`config.mk`:
```
export PLATFORM = sky130hd
export DESIGN_NAME = modrm_ea_unit
export DESIGN_NICKNAME = d
export VERILOG_FILES = /design/src/rtl/modrm_ea_unit.sv
export SDC_FILE = /design/constraint.sdc
export NUM_CORES = 1
export LEC_CHECK = 0
export BUFFER_PORTS_ARGS = -buffer_cell sky130_fd_sc_hd__buf_2
export CELL_PAD_IN_SITES_DETAIL_PLACEMENT = 0
export CELL_PAD_IN_SITES_GLOBAL_PLACEMENT = 1
export CORE_MARGIN = 5
export CORE_UTILIZATION = 37
export CTS_CLUSTER_SIZE = 10
export DETAILED_ROUTE_END_ITERATION = 8
export PLACE_DENSITY = 0.79
export SLEW_MARGIN = 20
export SYNTH_ARGS = -nofsm -noshare
export SYNTH_HDL_FRONTEND = slang
export SYNTH_SLANG_ARGS = --single-unit
```
`constraint.sdc`:
```
create_clock -name clk -period 7.12 [get_ports clk]
set_input_delay 1.068 -clock clk [delete_from_list [all_inputs] [get_ports clk]]
set_output_delay 1.068 -clock clk [all_outputs]
set_load 0.01 [all_outputs]
```
`src/rtl/modrm_ea_unit.sv`:
```
module modrm_ea_unit (
  input  logic         clk,
  input  logic         rst_n,
  input  logic         in_valid,
  input  logic [7:0]   in_byte,
  input  logic         addr32,
  input  logic [255:0] gpr_flat,
  output logic         done,
  output logic [2:0]   byte_count,
  output logic         is_reg,
  output logic [2:0]   reg_field,
  output logic [2:0]   rm_reg,
  output logic [31:0]  ea
);

  typedef enum logic [1:0] {S_MODRM, S_SIB, S_DISP} st_t;

  st_t         st;
  logic [1:0]  mod_r;
  logic [2:0]  reg_r, rm_r;
  logic        m32_r;
  logic [7:0]  sib_r;
  logic [23:0] disp_r;
  logic [1:0]  idx_r;
  logic [2:0]  cnt_r;

  wire        first  = (st == S_MODRM);
  wire [1:0]  mod_c  = first ? in_byte[7:6] : mod_r;
  wire [2:0]  reg_c  = first ? in_byte[5:3] : reg_r;
  wire [2:0]  rm_c   = first ? in_byte[2:0] : rm_r;
  wire        m32_c  = first ? addr32 : m32_r;
  wire [7:0]  sib_c  = (st == S_SIB) ? in_byte : sib_r;
  wire        need_sib = m32_c && (mod_c != 2'd3) && (rm_c == 3'd4);

  function automatic logic [31:0] gr(input logic [2:0] i);
    return gpr_flat[{i, 5'b0} +: 32];
  endfunction

  logic [2:0] dlen;
  always_comb begin
    dlen = 3'd0;
    if (mod_c == 2'd1) dlen = 3'd1;
    else if (mod_c == 2'd2) dlen = m32_c ? 3'd4 : 3'd2;
    else if (mod_c == 2'd0) begin
      if (!m32_c && rm_c == 3'd6) dlen = 3'd2;
      if (m32_c && rm_c == 3'd5) dlen = 3'd4;
      if (m32_c && rm_c == 3'd4 && sib_c[2:0] == 3'd5) dlen = 3'd4;
    end
  end

  always_comb begin
    case (st)
      S_MODRM: done = in_valid && !need_sib && (dlen == 3'd0);
      S_SIB:   done = in_valid && (dlen == 3'd0);
      S_DISP:  done = in_valid && ({1'b0, idx_r} + 3'd1 == dlen);
      default: done = 1'b0;
    endcase
  end

  logic [31:0] disp_raw, disp;
  always_comb begin
    disp_raw = 32'd0;
    if (st == S_DISP) begin
      case (idx_r)
        2'd0: disp_raw = {24'd0, in_byte};
        2'd1: disp_raw = {16'd0, in_byte, disp_r[7:0]};
        2'd2: disp_raw = {8'd0, in_byte, disp_r[15:0]};
        default: disp_raw = {in_byte, disp_r};
      endcase
    end
    disp = (dlen == 3'd1) ? {{24{disp_raw[7]}}, disp_raw[7:0]} : disp_raw;
  end

  logic [15:0] b16, ea16;
  logic [31:0] base32, index32;
  wire  [1:0]  sc = sib_c[7:6];
  wire  [2:0]  ix = sib_c[5:3];
  wire  [2:0]  bs = sib_c[2:0];

  always_comb begin
    case (rm_c)
      3'd0: b16 = gr(3'd3)[15:0] + gr(3'd6)[15:0];
      3'd1: b16 = gr(3'd3)[15:0] + gr(3'd7)[15:0];
      3'd2: b16 = gr(3'd5)[15:0] + gr(3'd6)[15:0];
      3'd3: b16 = gr(3'd5)[15:0] + gr(3'd7)[15:0];
      3'd4: b16 = gr(3'd6)[15:0];
      3'd5: b16 = gr(3'd7)[15:0];
      3'd6: b16 = (mod_c == 2'd0) ? 16'd0 : gr(3'd5)[15:0];
      default: b16 = gr(3'd3)[15:0];
    endcase
    ea16 = b16 + disp[15:0];
    if (rm_c == 3'd4) begin
      base32  = (mod_c == 2'd0 && bs == 3'd5) ? 32'd0 : gr(bs);
      index32 = (ix == 3'd4) ? 32'd0 : (gr(ix) << sc);
    end else begin
      base32  = (mod_c == 2'd0 && rm_c == 3'd5) ? 32'd0 : gr(rm_c);
      index32 = 32'd0;
    end
  end

  assign ea         = m32_c ? (base32 + index32 + disp) : {16'd0, ea16};
  assign is_reg     = (mod_c == 2'd3);
  assign reg_field  = reg_c;
  assign rm_reg     = rm_c;
  assign byte_count = cnt_r + 3'd1;

  always_ff @(posedge clk) begin
    if (!rst_n) begin
      st <= S_MODRM; cnt_r <= 3'd0; idx_r <= 2'd0;
      mod_r <= 2'd0; reg_r <= 3'd0; rm_r <= 3'd0; m32_r <= 1'b0;
      sib_r <= 8'd0; disp_r <= 24'd0;
    end else if (in_valid) begin
      if (done) begin
        st <= S_MODRM; cnt_r <= 3'd0; idx_r <= 2'd0; disp_r <= 24'd0;
      end else begin
        cnt_r <= cnt_r + 3'd1;
        case (st)
          S_MODRM: begin
            mod_r <= mod_c; reg_r <= reg_c; rm_r <= rm_c; m32_r <= m32_c;
            st <= need_sib ? S_SIB : S_DISP;
            idx_r <= 2'd0;
          end
          S_SIB: begin
            sib_r <= in_byte; st <= S_DISP; idx_r <= 2'd0;
          end
          default: begin
            case (idx_r)
              2'd0: disp_r[7:0]   <= in_byte;
              2'd1: disp_r[15:8]  <= in_byte;
              default: disp_r[23:16] <= in_byte;
            endcase
            idx_r <= idx_r + 2'd1;
          end
        endcase
      end
    end
  end


  done_restart_chk: assert property (@(posedge clk) disable iff (!rst_n)
    done |=> (st == S_MODRM && cnt_r == 3'd0));

  stall_hold_chk: assert property (@(posedge clk) disable iff (!rst_n)
    !in_valid |=> ($stable(st) && $stable(cnt_r) && $stable(idx_r)));

  reg_one_byte_chk: assert property (@(posedge clk) disable iff (!rst_n)
    (done && is_reg) |-> (byte_count == 3'd1));

  wrap16_chk: assert property (@(posedge clk) disable iff (!rst_n)
    (done && !m32_c) |-> (ea[31:16] == 16'd0 && byte_count <= 3'd3));

  sib_entry_chk: assert property (@(posedge clk) disable iff (!rst_n)
    (st == S_SIB) |-> (m32_r && mod_r != 2'd3 && rm_r == 3'd4));

endmodule

```
==> results.toml <==
[route]
met3_length_mm = 7.66
drtAntennaViolNets = 0
detail_route.first_pass.iterations = 6
drtIter0Drc = 2155
num_vias = 18600
routedWlPerCell_um = 24.7
post-route-drc-count = 0
drt-total-wl_mm = 73.7
via_per_inst = 6.24
top_layer = "met5"
dr_wl_met2_mm = 33.5
drt-met1-wl_mm = 30.4

[power]
max-vdd-ir-drop_mv = 0.103
total_power_mw = 3.09
power.leakage_nw = 8.95
p_per_area_mw_per_mm2 = 164

[yosys]
netlist_area_mm2 = 0.0149
synth_flop_cell = "dfxtp_1"
async_reset_ff_share_pct = 0
syn_inst = 2112
synth_fp_nets = 2501
synth-seq-cells = 48
synth-seq-area-share_pct = 6.45
syn_avg_cell_area_um2 = 7.06
yosysWarnings = 0
synth.distinct_cells = 77
synth_edf_count = 0

[sta]
rsz0062_at_grt = "true"
min_period_ns = 7.07
fin_skew_ns = 0.00815
period_share_pct = 99.3
setup_violations = 0
slew_headroom_pct = 54.1
fmax_mhz = 141
finalMaxSlewViolations = 0
setup_tns_ns = 0
worstMarginPinSlew_ns = 0.688
hold_violations = 0

[grt]
grt_pass1_vias = 17700
antenna_found_initial = 6
grt_overflow = 0
grt_max_degree = 53
grt.total_usage_pct = 30.8
grt_pass1_wl_mm = 108

[clock_network]
cts_tree = "built"
cts_made_buffers = 5
clkLatencyLatePin_ns = 0.30
cts-root-buf = "clkbuf_16"
htreeDepth = 2
hold_buffers = 0
clk_pin_slew_ns = 0.07
clock-sinks = 48
clock_path_buffers = 2

[min_path]
hold_path_class = "reg -> reg"
min_to = "cnt_r[1]"
min_path_cells = 2
holdCritStartpoint = "cnt_r[1]"

[worst_setup_path]
worstSetupPathType = "in -> out"
arrival_ns = 6.00
reg2reg_to = "st[1]"
reg2regPathDepth = 13
rrSetupSlack_ns = 3.39
worstSetupEndpointType = "output port"
worst_r2r_startpoint = "st[1]"
crit_fanout = 10
start_kind = "input pin"
worstPathRequired_ns = 6.05

[die]
rows = 73
pin_count = 311
die_h_um = 211
dieWidth_um = 211
start_util_pct = 37.4
core_area_mm2 = 0.0398
dieArea_mm2 = 0.0444

[layout]
layout_commonest_cell = "nand2_1"
final_area_mm2 = 0.0188
nets = 2846
most-common-layout-cells = "nand2_1 (411), buf_2 (309), buf_4 (178), nand3_1 (138), nor2_1 (137)"
syn_to_final_growth_pct = 26.0
final_cells = 2985
layout-drive-gt1-share_pct = 29.4

[placement]
dp_hpwl_mm = 57.6
dp_cells = 2965
numPortBuffers = 310
placed_cell_area_mm2 = 0.0181
gp_congestion = 0.992

[outcome]
outcome = "complete, no violations"

[run]
drv_cap = 0
==> power breakdown <==
part,internal (mW),leakage [nW],switching (mW)
combinational,1.02,8.47,1.48
clock,0.176,0.0871,0.112
sequential,0.280,0.389,0.0120
==> worst max-delay path by stage <==
| stage | start | end | cells past startpoint |
|---|---|---|---|
| final | in_byte[2] | ea[15] | 23 |
| after global routing | in_byte[2] | ea[15] | 25 |
| after CTS | in_byte[1] | ea[15] | 24 |
| after detailed placement | in_byte[0] | ea[15] | 27 |
| after global placement | in_byte[2] | ea[15] | 26 |
| after floorplan | in_byte[3] | ea[24] | 21 |
==> state kept, by name, summed over array words and instances, names as in the netlist <==
register,flops
rm_r,3
idx_r,2
sib_r,8
st,2
mod_r,2
disp_r,24
reg_r,3
cnt_r,3
m32_r,1
==> critical path, cell delays in order <==
cell	delay (ns)
buf_2	0.19
nand4bb_1	0.16
o31a_1	0.22
buf_6	0.19
mux2_2	0.38
ha_1	0.32
a211oi_2	0.22
o21ai_0	0.17
a31oi_2	0.30
o21bai_1	0.11
a21oi_1	0.18
xnor2_1	0.10
a221oi_2	0.34
nor2_4	0.09
ha_2	0.20
or3_4	0.39
a21oi_4	0.17
o31ai_4	0.10
o41ai_2	0.39
xor2_1	0.23
o2111ai_1	0.17
o221ai_2	0.14
buf_2	0.17
==> area by class of cell <==
cell class / instances / area [um2]
multi-input cells: 1789 / 13300
flip-flops and latches: 48 / 962
diodes: 2 / 5.00
clock inverters: 2 / 38.8
well taps: 525 / 657
clock buffers: 6 / 139
inverters: 104 / 390
repair buffers: 509 / 3270
fillers: 4114 / 21000
==> kinds of logic (layout without fill, tap and decap cells) <==
kind of cell               Yosys count  count (layout)  synth area share [%]
AOI/OAI and AO/OA                  563             563                  25.6
xor gates and xnor gates            70              70                  4.21
adders and majority gates          121             121                  11.9
buffers and inverters              275             621                  7.45
DFF                                 48              48                  6.45
muxes                              230             230                  20.8
other                                0               2                     0
and+or+nand+nor                    805             805                  23.5
==> routing by layer <==
metal	up-vias	GRT usage (%)
li1	8437	-
met1	8967	43.0
met2	1088	49.4
met3	130	6.07
met4	8	7.33
met5	-	0
==> through the flow <==
| step | hold WS [ns] | setup slack [ns] | utilization, % |
|---|---|---|---|
| 4_1_cts | 0.478 | 0.0327 | 46.0 |
| 6_report | 0.473 | 0.0473 | 47.2 |
| 2_1_floorplan | 0.436 | 0.0147 | - |
| 3_5_place_dp | 0.467 | -0.117 | 45.4 |
| 5_1_grt | 0.498 | -0.165 | 47.2 |
| 3_3_place_gp | 0.449 | 0.0536 | 45.4 |
==> Yosys cell counts (8+ instances only) <==
cell type	n	area share, %
o21bai_1	11	0.55
nor2b_1	13	0.55
buf_1	29	0.73
o21a_1	10	0.50
buf_2	20	0.67
clkbuf_1	113	2.8
inv_1	102	2.6
o211ai_1	10	0.50
a21oi_1	113	3.8
dfxtp_1	48	6.4
o2111ai_1	9	0.53
nand3_1	138	4.6
o21ai_0	109	3.7
a221oi_1	51	3.0
xnor2_1	43	2.5
a21o_1	19	0.96
nor2_1	141	3.6
nand2_1	412	10
mux2i_1	118	7.9
o22ai_1	22	0.92
a311o_1	15	1.0
nor3_1	14	0.47
mux2_2	50	3.8
and3_1	33	1.4
o31ai_1	8	0.40
nand2b_1	12	0.50
a22o_1	8	0.47
a311oi_1	31	1.8
a211oi_1	23	1.2
fa_1	35	4.7
mux4_2	58	8.8
xor2_1	26	1.5
a31oi_1	61	2.6
ha_1	86	7.2
a22oi_1	33	1.7
==> timing repair <==
item	CTS	global route
buffers inserted	2	6
gates cloned	0	2
resized for setup	9	88
setup endpoints to repair	9	19
pin swaps	0	15
Power figures use the tool's default switching activity.
